`config.mk`:
```
export PLATFORM = sky130hd
export DESIGN_NAME = cell_bal_sched
export DESIGN_NICKNAME = d
export VERILOG_FILES = /design/src/rtl/cbs_pkg.sv /design/src/rtl/cbs_thresh.sv /design/src/rtl/cbs_cell_track.sv /design/src/rtl/cbs_slot_arb.sv /design/src/rtl/cell_bal_sched.sv
export SDC_FILE = /design/constraint.sdc
export NUM_CORES = 1
export LEC_CHECK = 0
export BUFFER_PORTS_ARGS = -buffer_cell sky130_fd_sc_hd__buf_2
export CAP_MARGIN = 30
export CORE_AREA = 10 10 114 116
export DETAILED_ROUTE_END_ITERATION = 6
export DIE_AREA = 0 0 124 126
export GPL_ROUTABILITY_DRIVEN = 0
export HOLD_SLACK_MARGIN = 0.05
export SYNTH_ARGS = -nofsm -noshare
export SYNTH_HDL_FRONTEND = slang
export SYNTH_SLANG_ARGS = --single-unit
```
`constraint.sdc`:
```
create_clock -name clk_i -period 3.4 [get_ports clk_i]
set_clock_uncertainty 0.05 [all_clocks]
set_input_delay 0.34 -clock clk_i [delete_from_list [all_inputs] [get_ports clk_i]]
set_output_delay 0.34 -clock clk_i [all_outputs]
set_load 0.01 [all_outputs]
```
`src/rtl/cbs_pkg.sv`:
```
package cbs_pkg;
  typedef enum logic {PH_ODD = 1'b0, PH_EVEN = 1'b1} phase_e;

  // Odd cells (1,3,5...) sit on even bit indices
  function automatic logic [31:0] odd_mask(input int n);
    logic [31:0] m;
    m = '0;
    for (int i = 0; i < n; i++) m[i] = (i % 2 == 0);
    return m;
  endfunction
endpackage

```
`src/rtl/cbs_thresh.sv`:
```
module cbs_thresh #(
  parameter int MV_W      = 13,
  parameter int START_MV  = 3800,
  parameter int STEP_MV   = 50,
  parameter int VOV_MV    = 4300,
  parameter int OV_HYS_MV = 100
) (
  input  logic [1:0]      win_code_i,
  input  logic [1:0]      ov_code_i,
  output logic [MV_W-1:0] upper_mv_o,
  output logic [MV_W-1:0] ov_stop_mv_o
);
  localparam logic [MV_W-1:0] START  = MV_W'(START_MV);
  localparam logic [MV_W-1:0] HYS_LV = MV_W'(VOV_MV - OV_HYS_MV);
  localparam logic [MV_W-1:0] VOV    = MV_W'(VOV_MV);

  logic [MV_W-1:0] win_gap, ov_gap, gap_lv;

  always_comb begin
    win_gap = MV_W'(STEP_MV) * MV_W'({1'b0, win_code_i} + 3'd1);
    ov_gap  = MV_W'(STEP_MV) * MV_W'({1'b0, ov_code_i} + 3'd1);
    gap_lv  = VOV - ov_gap;
    upper_mv_o   = START + win_gap;
    // stop at whichever level is met first while falling
    ov_stop_mv_o = (gap_lv > HYS_LV) ? gap_lv : HYS_LV;
  end
endmodule

```
`src/rtl/cbs_cell_track.sv`:
```
module cbs_cell_track #(
  parameter int MV_W = 13
) (
  input  logic            clk_i,
  input  logic            rst_ni,
  input  logic [MV_W-1:0] mv_i,
  input  logic [MV_W-1:0] upper_mv_i,
  input  logic [MV_W-1:0] lower_mv_i,
  input  logic [MV_W-1:0] ov_stop_mv_i,
  input  logic            ov_flag_i,
  output logic            norm_o,
  output logic            ov_o
);
  always_ff @(posedge clk_i or negedge rst_ni) begin
    if (!rst_ni) begin
      norm_o <= 1'b0;
      ov_o   <= 1'b0;
    end else begin
      if (mv_i > upper_mv_i)       norm_o <= 1'b1;
      else if (mv_i <= lower_mv_i) norm_o <= 1'b0;
      if (ov_flag_i)               ov_o <= 1'b1;
      else if (mv_i < ov_stop_mv_i) ov_o <= 1'b0;
    end
  end
endmodule

```
`src/rtl/cbs_slot_arb.sv`:
```
module cbs_slot_arb
  import cbs_pkg::*;
#(
  parameter int TBAL_CYC = 1000
) (
  input  logic clk_i,
  input  logic rst_ni,
  input  logic odd_need_i,
  input  logic even_need_i,
  output logic sel_odd_o
);
  localparam int CNT_W = $clog2(TBAL_CYC + 1);
  localparam logic [CNT_W-1:0] LAST = CNT_W'(TBAL_CYC - 1);

  phase_e           phase_q;
  logic [CNT_W-1:0] cnt_q;
  logic             both;

  assign both = odd_need_i & even_need_i;

  always_ff @(posedge clk_i or negedge rst_ni) begin
    if (!rst_ni) begin
      phase_q <= PH_ODD;
      cnt_q   <= '0;
    end else if (both) begin
      if (cnt_q == LAST) begin
        cnt_q   <= '0;
        phase_q <= (phase_q == PH_ODD) ? PH_EVEN : PH_ODD;
      end else begin
        cnt_q <= cnt_q + 1'b1;
      end
    end else begin
      cnt_q <= '0;
      if (odd_need_i)       phase_q <= PH_ODD;
      else if (even_need_i) phase_q <= PH_EVEN;
    end
  end

  assign sel_odd_o = odd_need_i & (~even_need_i | (phase_q == PH_ODD));
endmodule

```
`src/rtl/cell_bal_sched.sv`:
```
module cell_bal_sched
  import cbs_pkg::*;
#(
  parameter int N_CELL    = 5,
  parameter int MV_W      = 13,
  parameter int START_MV  = 3800,
  parameter int STEP_MV   = 50,
  parameter int VOV_MV    = 4300,
  parameter int OV_HYS_MV = 100,
  parameter int TBAL_CYC  = 1000
) (
  input  logic                   clk_i,
  input  logic                   rst_ni,
  input  logic [N_CELL*MV_W-1:0] cell_mv_i,
  input  logic [N_CELL-1:0]      ov_flag_i,
  input  logic                   bal_en_ni,
  input  logic                   stack_fault_i,
  input  logic                   dsg_fault_i,
  input  logic                   charging_i,
  input  logic                   meas_i,
  input  logic [3:0]             cfg_i,
  output logic [N_CELL-1:0]      bal_gate_o,
  output logic                   cbo_no
);
  localparam logic [N_CELL-1:0] ODD_M = N_CELL'(odd_mask(N_CELL));
  localparam logic [MV_W-1:0]   LOWER = MV_W'(START_MV);

  logic [MV_W-1:0]   upper_mv, ov_stop_mv;
  logic [N_CELL-1:0] norm_lat, ov_lat, need;
  logic              normal_ok, ov_ok, sel_odd;

  cbs_thresh #(
    .MV_W(MV_W), .START_MV(START_MV), .STEP_MV(STEP_MV),
    .VOV_MV(VOV_MV), .OV_HYS_MV(OV_HYS_MV)
  ) u_thresh (
    .win_code_i  (cfg_i[1:0]),
    .ov_code_i   (cfg_i[3:2]),
    .upper_mv_o  (upper_mv),
    .ov_stop_mv_o(ov_stop_mv)
  );

  for (genvar g = 0; g < N_CELL; g++) begin : g_cell
    cbs_cell_track #(.MV_W(MV_W)) u_trk (
      .clk_i       (clk_i),
      .rst_ni      (rst_ni),
      .mv_i        (cell_mv_i[g*MV_W +: MV_W]),
      .upper_mv_i  (upper_mv),
      .lower_mv_i  (LOWER),
      .ov_stop_mv_i(ov_stop_mv),
      .ov_flag_i   (ov_flag_i[g]),
      .norm_o      (norm_lat[g]),
      .ov_o        (ov_lat[g])
    );
  end

  assign normal_ok = ~bal_en_ni & ~stack_fault_i & ~dsg_fault_i & charging_i;
  assign ov_ok     = ~bal_en_ni & ~dsg_fault_i;
  assign need      = (norm_lat & {N_CELL{normal_ok}}) | (ov_lat & {N_CELL{ov_ok}});

  cbs_slot_arb #(.TBAL_CYC(TBAL_CYC)) u_arb (
    .clk_i      (clk_i),
    .rst_ni     (rst_ni),
    .odd_need_i (|(need & ODD_M)),
    .even_need_i(|(need & ~ODD_M)),
    .sel_odd_o  (sel_odd)
  );

  assign bal_gate_o = meas_i ? '0 : (need & (sel_odd ? ODD_M : ~ODD_M));
  assign cbo_no     = bal_en_ni;
endmodule

```
After elaboration in Yosys (flattened, before gate mapping)
Index checks and enable logic that the tools add are counted.
{"block": "totals", "register_bits": 21, "latchBits": 0, "ram_bits": 0, "rom_bits": 0, "input_bits": 81, "out_inout_bits": 6, "elab_cells": 97, "n_memories": 0}
{"block": "op_classes", "n_addsub": 5, "mul": 2, "div": 0, "order_cmp": 16, "eq_ne": 2, "shift": 0, "muxes": 30, "bitwise_logic": 16, "reduce_logical": 14}
{"op": "> comparator 13 bit", "n": 5}
{"op": "less-or-equal comparator 13 x 12 -> 1 bit (second input constant)", "n": 5}
{"op": "less-than comparator 13 bit", "n": 5}
{"op": "multiplier 5 x 13 -> 12 bit (first input constant)", "n": 2}
{"op": "2-to-1 mux 1 bit", "n": 25}
{"op": "2-to-1 mux 10 bit", "n": 2}
{"op": "nonzero test 2 bit", "n": 10}
{"op": "AND 5 bit", "n": 3}
{"op": "adder 12 x 13 -> 13 bit (first input constant)", "n": 1}
{"op": "> comparator 13 bit (second input constant)", "n": 1}
{"op": "2-to-1 mux 13 bit", "n": 1}
{"op": "subtractor 13 bit (first input constant)", "n": 1}
{"op": "adder 10 x 1 -> 10 bit (second input constant)", "n": 1}
{"op": "== test 10 bit (second input constant)", "n": 1}
{"op": "2-to-1 mux 5 bit", "n": 2}
{"op": "adder 2 x 1 -> 3 bit (second input constant)", "n": 2}
{"op": "AND 1 bit", "n": 6}
{"op": "inverter 1 bit", "n": 5}
{"op": "bitwise OR 5 bit", "n": 1}
{"op": "nonzero test 3 bit", "n": 1}
{"op": "OR reduction 3 bit", "n": 1}
{"op": "inequality test 2 bit (second input constant)", "n": 1}
{"op": "AND reduction 2 bit", "n": 1}
{"op": "OR reduction 2 bit", "n": 1}
{"op": "bitwise OR 1 bit", "n": 1}

Longest topological paths before layout
Gate-level depths: netlist of run 1.
{"block": "depth", "word_depth": 13, "depth_mapped": 11, "mapped_depth_nobuf": 11}

By module
Synthesis of run 1 repeated with hierarchy kept, for this count alone.
{"block": "hier_totals", "hier_cells": 808, "area_unflattened_um2": 6082.1}
{"mod": "cbs_cell_track", "n_inst": 5, "cells_each": 137, "area_each_um2": 1009.7, "seq_area_each_um2": 50.0}
{"mod": "cbs_slot_arb", "n_inst": 1, "cells_each": 58, "area_each_um2": 560.5, "seq_area_each_um2": 275.3}
{"mod": "cbs_thresh", "n_inst": 1, "cells_each": 42, "area_each_um2": 346.6, "seq_area_each_um2": 0.0}
{"mod": "cell_bal_sched", "n_inst": 1, "cells_each": 23, "area_each_um2": 126.4, "seq_area_each_um2": 0.0}

Worst setup path before layout of run 1
OpenSTA, ideal clock, no wires.
{"block": "synth_path", "path_kind": "input -> register", "start": "in cfg_i[0]", "end": "reg g_cell[4].u_trk.norm_o", "setup_ps": 134, "arrival_ps": 2419, "t_required_ps": 3216, "path_slack_ps": 798, "cell_stages": 11, "path_buffers": 0, "cell_sequence": "inv_1 > ha_1 > ha_1 > a21oi_4 > inv_1 > ha_1 > nand3_1 > nor3_1 > a311o_1 > a2111oi_0 > o21ai_0"}
{"block": "synth_between", "elab_chain_len": 5, "word_cells_on_any_way": 6, "cone_classes": "add/sub: 2; mul: 1; order compare: 1; mux: 1; reduce/logical: 1"}
{"element": "start, declared", "line_no": "cell_bal_sched.sv:21", "rtl": "input logic [3:0] cfg_i,"}
{"element": "adder 2 x 1 -> 3 bit (*)", "line_no": "cbs_thresh.sv:20", "rtl": "win_gap = MV_W'(STEP_MV) * MV_W'({1'b0, win_code_i} + 3'd1);"}
{"element": "multiplier 5 x 13 -> 12 bit (*)", "line_no": "cbs_thresh.sv:20"}
{"element": "adder 12 x 13 -> 13 bit (*)", "line_no": "cbs_thresh.sv:23", "rtl": "upper_mv_o = START + win_gap;"}
{"element": "> comparator 13 bit (*)", "line_no": "cbs_cell_track.sv:19", "rtl": "if (mv_i > upper_mv_i) norm_o <= 1'b1;"}
{"element": "2-to-1 mux 1 bit or nonzero test 2 bit (tied branches)"}
{"element": "end signal, assigned", "line_no": "cbs_cell_track.sv:16", "rtl": "norm_o <= 1'b0;"}
{"element": "end signal, assigned", "line_no": "cbs_cell_track.sv:19"}
{"element": "end signal, assigned", "line_no": "cbs_cell_track.sv:20", "rtl": "else if (mv_i <= lower_mv_i) norm_o <= 1'b0;"}
{"element": "end, declared", "line_no": "cbs_cell_track.sv:11", "rtl": "output logic norm_o,"}
Every way passes the cells marked *; elsewhere a longest branch is shown, timed or not.
A chain may end at the register's enable or synchronous reset.

Worst setup path after layout of run 1
Same ends and word-level chain as after synthesis.

==> key figures, run 1 <==
Status
  – Status: finished clean

Routing
  – Starting DRT DRC Count: 139
  – Vias per inst: 5.521
  – 1st-pass router iterations: 4
  – Via count: 3605
  – Mean routed wirelength per cell: 18.04 um
  – DRC: 0
  – WL final: 11.78 mm
  – Antenna-violating nets left: 0

Clocking
  – Hold_buf cts: 1
  – H-tree depth: 1
  – TritonCTS clock tree: built
  – Total setup buffers inserted after CTS: 0
  – Root buffer cell: clkbuf_8
  – CTS resizes: 0
  – Clk sinks: 21
  – Cts bufs inserted: 3
  – CTS Buffer Depth: 2
  – Reg clk slew, reported paths: 0.10 ns
  – Clock latency on the worst-skew pair: 0.28 ns

Placed design
  – Buffers added on ports: 86
  – Post-place setup slack: 0.1441 ns
  – HPWL reported at the end of detailed placement: 9.871 mm
  – Area of placed instances: 4329 um2
  – Cell count after placement: 648

Global route
  – GR Overflow Total: 0
  – First-pass GRT wire length: 18.84 mm
  – Vias in the first global route: 3744
  – Largest net degree at the start of global routing: 22
  – Antenna violations before repair: 0
  – GR Util All Layers: 14.82%

Worst setup path
  – WP data required: 3.51 ns
  – CP Data Arrival Time: 3.03 ns
  – Reg2Reg Depth: 5
  – Crit end category: flop
  – Critical path depth: 12
  – Setup CP Type: in -> reg
  – Setup crit start: cfg_i[0]
  – CP startpoint kind: primary input
  – RR Startpoint: g_cell[0].u_trk.norm_o
  – R2r endpoint: u_arb.cnt_q[4]
  – Crit-path slowest cell: a2111oi_0
  – Largest stage delay, worst path: 0.44 ns
  – Most Frequent Cell on Critical Path: ha_1
  – Buffer and inverter count on the worst path: 3
  – Cell Chain, Critical Path: buf_2 > inv_1 > ha_1 > ha_1 > a21oi_4 > inv_1 > ha_1 > nand3_1 > nor3_1 > a311o_1 > a2111oi_0 > o21ai_0
  – CP top delay family: compound AO/OA/AOI/OAI gates
  – Critical Path Fanout Max: 9
  – R2R Setup Slk: 1.46 ns

Timing
  – Fin crit period: 2.916 ns
  – WHS: 0.2042 ns
  – Setup ws final: 0.4842 ns
  – Max Freq: 343.0 MHz
  – Final Hold Fails: 0
  – Setup_tns: 0 ns
  – RSZ-0062 raised after global routing: no
  – Final count of pins violating max slew: 0
  – Endpoints failing setup: 0
  – Worst slew pin tran: 0.8442 ns
  – Period utilization: 85.76%
  – Worst slew margin: 43.47%

Final layout
  – Layout Cells excl Fill: 653
  – Nets@finish: 708
  – Fin area: 4385 um2
  – Antenna diodes: 0
  – Fillcell total: 1109
  – Layout cell share with drive strength beyond 1: 20.47%
  – Multi-input gate area: 3085 um2
  – P&R area growth vs syn: 19.34%
  – Final core utilization: 40.99%
  – Register area: 525.5 um2

Hold path
  – Min-Delay Startpoint: ov_flag_i[3]
  – Hold Path End: g_cell[3].u_trk.ov_o
  – Hold Path Stages: 3
  – Worst Hold Class: in -> reg

Yosys
  – Synth cell count leaders: ha_1 (113), a21oi_1 (37), nor2_1 (27), inv_1 (22), dfrtp_1 (21)
  – Post-synthesis register bit count: 21
  – Ys async rst share: 100.0%
  – Yosys warns: 0
  – Synthesized area per cell: 8.919 um2
  – Cell count after synthesis: 412
  – Post-synth top area cell: ha_1
  – Post-synthesis cell area: 3675 um2
  – Post-synth cell types: 57
  – Synth Flop Type: dfrtp_1
  – Post-synth EDFFs: 0
  – Post-synthesis sequential area ratio: 14.30%
  – Post-synth top area share: 38.47%
  – Area contributors post-synth: ha_1 (38%), dfrtp_1 (14%), a21oi_1 (5.0%)
  – Most common cell in the netlist: ha_1

Floorplanning
  – Die H: 126 um
  – # IOs: 87
  – Core area: 10700 um2
  – Die area: 15620 um2
  – Cell Rows: 38
  – Die X: 124 um
  – Initial Utilization: 34.35%

Flow run
  – Max-cap violations: 0

Power
  – Power density cells: 207.9 nW/um2
  – Pleak: 2.247 nW
  – Tot Pwr: 0.9119 mW
  – Maximum vdd drop: 0.0001373 V
==> area by class of cell <==
class / instances / share of cell area (%)
Multi-Input combinational cell: 375 / 70.36
Timing Repair Buffer: 91 / 10.73
Clock inverter: 1 / 0.1141
Inverter: 22 / 1.883
Sequential cell: 21 / 11.98
Tap cell: 140 / 3.994
Clock buffer: 3 / 0.9415
==> state kept, by name, summed over array words and instances, names as in the netlist <==
register             flops
u_arb.cnt_q             10
g_cell.u_trk.norm_o      5
g_cell.u_trk.ov_o        5
u_arb.phase_q            1
==> worst max path at each step <==
stage	slack (ns)	end
4_1_cts	0.46	g_cell[2].u_trk.norm_o
6_report	0.48	g_cell[4].u_trk.norm_o
5_1_grt	0.11	g_cell[4].u_trk.norm_o
2_1_floorplan	0.80	g_cell[4].u_trk.norm_o
3_3_place_gp	0.35	g_cell[2].u_trk.norm_o
3_5_place_dp	0.14	g_cell[2].u_trk.norm_o
==> metal layers <==
layer	up-vias	part of all wire, %	track usage, %	wire (um)
met5	-	0	0	0
met1	1680	47	19.51	5501
met2	107	46	24.98	5425
li1	1810	-	-	-
met3	8	6.3	2.502	741
met4	0	0.98	2.371	115
==> logic make-up (layout without fill, tap and decap cells) <==
logic type,Yosys count,count (layout),synth area share (%)
AO/OA/AOI/OAI,124,124,24.31
AND/OR/NAND/NOR,121,121,18.22
adder cells (fa/ha/maj),113,113,38.47
buffers and inverters,23,117,2.452
flip-flops,21,21,14.30
XOR/XNOR,9,9,2.145
other,1,8,0.1020
==> where the power goes <==
| group | leakage [nW] | internal [mW] | switching [mW] |
|---|---|---|---|
| sequential | 0.258 | 0.266 | 0.0206 |
| combinational | 1.96 | 0.193 | 0.247 |
| clock | 0.0255 | 0.0822 | 0.103 |
==> worst min-delay path, delay by kind of cell <==
family / cells / cell delay, ns
AO/OA/AOI/OAI: 2 / 0.08
buffers and inverters: 1 / 0.08
==> cell usage in the layout, fill, tap and decap left out, types with 2 or more instances in the layout <==
| master | instances |
|---|---|
| a2111oi_0 | 5 |
| a211o_1 | 4 |
| a211oi_1 | 2 |
| a21boi_0 | 3 |
| a21o_1 | 16 |
| a21oi_1 | 37 |
| a31o_2 | 3 |
| a31oi_1 | 3 |
| a41o_1 | 2 |
| and2_1 | 2 |
| and3_1 | 6 |
| buf_2 | 86 |
| buf_4 | 4 |
| clkbuf_8 | 3 |
| conb_1 | 8 |
| dfrtp_1 | 21 |
| ha_1 | 113 |
| inv_1 | 22 |
| nand2_1 | 14 |
| nand2b_1 | 7 |
| nand3_1 | 13 |
| nand4_1 | 18 |
| nand4b_1 | 3 |
| nor2_1 | 27 |
| nor2b_1 | 11 |
| nor3_1 | 5 |
| nor4_1 | 5 |
| o2111ai_1 | 4 |
| o211ai_1 | 6 |
| o21a_1 | 3 |
| o21ai_0 | 12 |
| o21bai_1 | 4 |
| o311a_1 | 4 |
| o31ai_1 | 2 |
| or4_1 | 2 |
| xnor2_1 | 3 |
| xor2_1 | 6 |
Note: power is estimated with default switching activity, not from simulation.
==> inputs of run 2 (changes only) <==
--- a/config.mk
+++ b/config.mk
@@ -7,11 +7,13 @@
 export LEC_CHECK = 0
 export BUFFER_PORTS_ARGS = -buffer_cell sky130_fd_sc_hd__buf_2
 export CAP_MARGIN = 30
-export CORE_AREA = 10 10 114 116
+export CORE_AREA = 10 10 143 145
+export CTS_CLUSTER_SIZE = 40
 export DETAILED_ROUTE_END_ITERATION = 6
-export DIE_AREA = 0 0 124 126
+export DIE_AREA = 0 0 153 155
 export GPL_ROUTABILITY_DRIVEN = 0
 export HOLD_SLACK_MARGIN = 0.05
 export SYNTH_ARGS = -nofsm -noshare
 export SYNTH_HDL_FRONTEND = slang
+export SYNTH_HIERARCHICAL = 1
 export SYNTH_SLANG_ARGS = --single-unit
==> run 2 against run 1 <==
Compared with the run above:
- non-clock buffer count rose by 3
- synthesized cell count is 96% higher
- combinational power rose by 56%
- flip-flop and latch count unchanged
- routed wire length is 46% higher
- largest cell class unchanged
- largest power group unchanged
==> key figures, run 2 <==
Yosys
  – Cell count after synthesis: 808
  – Post-synthesis sequential area ratio: 8.640%
  – Post-synth top area cell: ha_1
  – Most common cell in the netlist: inv_1
  – Synth Flop Type: dfrtp_1
  – Post-synthesis cell area: 6082 um2
  – Yosys warns: 6
  – Post-synth cell types: 44
  – Ys async rst share: 100.0%
  – Area contributors post-synth: ha_1 (42%), inv_1 (13%), dfrtp_1 (8.6%)
  – Post-synthesis register bit count: 21
  – Post-synth EDFFs: 0
  – Post-synth top area share: 41.97%
  – Synthesized area per cell: 7.527 um2
  – Synth cell count leaders: inv_1 (211), ha_1 (204), a21oi_1 (67), nor2_1 (34), nand2_1 (31)

Clocking
  – H-tree depth: 1
  – Root buffer cell: clkbuf_16
  – Total setup buffers inserted after CTS: 0
  – Clock latency on the worst-skew pair: 0.27 ns
  – Hold_buf cts: 1
  – Cts bufs inserted: 3
  – Clk sinks: 21
  – Reg clk slew, reported paths: 0.08 ns
  – TritonCTS clock tree: built
  – CTS Buffer Depth: 2
  – CTS resizes: 0

Hold path
  – Hold Path End: g_cell[2].u_trk/ov_o
  – Min-Delay Startpoint: ov_flag_i[2]
  – Worst Hold Class: in -> reg
  – Hold Path Stages: 2

Worst setup path
  – Cell Chain, Critical Path: buf_2 > inv_1 > ha_1 > ha_1 > o21ai_0 > inv_1 > ha_1 > nand4_1 > nor2_1 > o31ai_1 > and3_1 > o22ai_1
  – R2r endpoint: u_arb/phase_q
  – CP Data Arrival Time: 2.84 ns
  – Most Frequent Cell on Critical Path: ha_1
  – Crit-path slowest cell: o21ai_0
  – RR Startpoint: u_arb/cnt_q[0]
  – Buffer and inverter count on the worst path: 3
  – R2R Setup Slk: 1.74 ns
  – Setup CP Type: in -> reg
  – Reg2Reg Depth: 5
  – Crit end category: flop
  – Critical Path Fanout Max: 9
  – CP startpoint kind: primary input
  – CP top delay family: adder cells
  – Largest stage delay, worst path: 0.57 ns
  – WP data required: 3.55 ns
  – Setup crit start: cfg_i[0]

Power
  – Pint: 0.7230 mW
  – Comb pwr share: 54.4%
  – Sequential share of power: 23.3%
  – Power density cells: 177.6 nW/um2
  – Sw Pwr: 0.5409 mW
  – Switching share of total power: 42.79%
  – Pleak: 4.339 nW
  – Tot Pwr: 1.264 mW
  – Clock share of power: 22.2%
  – Maximum vdd drop: 0.0002119 V

Global route
  – GR Util All Layers: 14.44%
  – Largest net degree at the start of global routing: 22
  – Antenna violations before repair: 0
  – First-pass GRT wire length: 28.20 mm
  – Vias in the first global route: 5633
  – GR Overflow Total: 0

Timing
  – Fin crit period: 2.690 ns
  – Worst slew margin: 51.67%
  – Endpoints failing setup: 0
  – Worst slew pin tran: 0.7067 ns
  – Max Freq: 371.8 MHz
  – Period utilization: 79.10%
  – Final count of pins violating max slew: 0
  – Final Hold Fails: 0
  – RSZ-0062 raised after global routing: no
  – Setup_tns: 0 ns

Final layout
  – Commonest non-fill, non-tap cell in the layout: inv_1
  – Most frequent cells in the layout: inv_1 (211), ha_1 (204), buf_2 (86)
  – Layout cell share with drive strength beyond 1: 11.01%
  – P&R area growth vs syn: 17.03%
  – Largest registers: u_arb/cnt_q: 10 flops, g_cell.u_trk/norm_o: 5 flops, g_cell.u_trk/ov_o: 5 flops
  – Fin area: 7118 um2
  – Antenna diodes: 0
  – Largest Register: u_arb/cnt_q
  – Nets@finish: 1249
  – Largest register FFs: 10

Routing
  – DRC: 0
  – WL final: 17.21 mm
  – Antenna-violating nets left: 0
  – 1st-pass router iterations: 4
  – Via count: 5677
  – Starting DRT DRC Count: 271
  – Mean routed wirelength per cell: 14.44 um
  – Vias per inst: 4.763

Floorplanning
  – Cell Rows: 49
  – Die H: 155 um
  – Die X: 153 um
  – # IOs: 87
  – Initial Utilization: 34.45%
  – Die area: 23720 um2
  – Core area: 17660 um2

Placed design
  – Buffers added on ports: 86
  – Area of placed instances: 7028 um2
  – HPWL reported at the end of detailed placement: 14.91 mm

Flow run
  – Max-cap violations: 0

Status
  – Status: finished clean
[run 2: cell count changes after synthesis, moves of 9 or more]
cell,before,now
inv_1,22,211
nand3_1,13,30
nand4_1,18,27
o21ai_0,12,22
nor2b_1,11,20
ha_1,113,204
a21oi_1,37,67
nand2_1,14,31
buf_4,1,10
[run 2: how the worst max path moves through the flow]
stage,endpoint,slack [ns],cells after the start
floorplan,g_cell[0].u_trk/norm_o,0.95,11
global placement,g_cell[4].u_trk/norm_o,0.52,12
detailed placement,g_cell[0].u_trk/norm_o,0.44,10
CTS,g_cell[3].u_trk/norm_o,0.72,12
global route,g_cell[1].u_trk/norm_o,0.47,12
finish,g_cell[3].u_trk/norm_o,0.71,12
[run 2: cells by family after synthesis]
group                      count (synthesis)  synth area share, %
AOI/OAI and AO/OA                        167                17.84
xor gates and xnor gates                   7                1.008
adders and majority gates                204                41.97
buffers and inverters                    222                14.32
DFF                                       21                8.640
other                                      3               0.1851
and+or+nand+nor                          184                16.05
[run 2: per-layer routing]
metal  part of all wire, %  vias up  GRT usage [%]
met4                  0.96        0          1.726
met2                    48       96          25.92
met5                     0        -              0
met3                   4.3       10          2.233
li1                      -     3020              -
met1                    47     2551          18.20
[run 2: power by group through the flow]
stage	clock, mW	sequential, mW	combinational [mW]
finish	0.281	0.295	0.688
global route	0.299	0.296	0.812
CTS	0.291	0.295	0.683
detailed placement	0	0.299	0.678
global placement	0	0.300	0.671
floorplan	0	0.285	0.463
[run 2: final cells by class]
| cell class | instances | area, um2 |
|---|---|---|
| clock inverters | 1 | 5.005 |
| fillers | 1872 | 10540 |
| repair buffers | 94 | 493.0 |
| clock buffers | 3 | 75.07 |
| well taps | 229 | 286.5 |
| flip-flops and latches | 21 | 525.5 |
| multi-input cells | 632 | 4937 |
| inverters | 212 | 795.8 |
[run 2: stage by stage]
| stage | setup slack (ns) | instances | hold slack [ns] | utilization [%] |
|---|---|---|---|---|
| finish | 0.7104 | 1192 | 0.2248 | 40.31 |
| global route | 0.4728 | 1192 | 0.2388 | 40.31 |
| CTS | 0.7237 | 1192 | 0.2203 | 40.31 |
| detailed placement | 0.4431 | 1187 | 0.3414 | 39.80 |
| global placement | 0.5175 | 1187 | 0.3415 | 39.80 |
| floorplan | 0.9492 | 875 | -0.005591 | - |
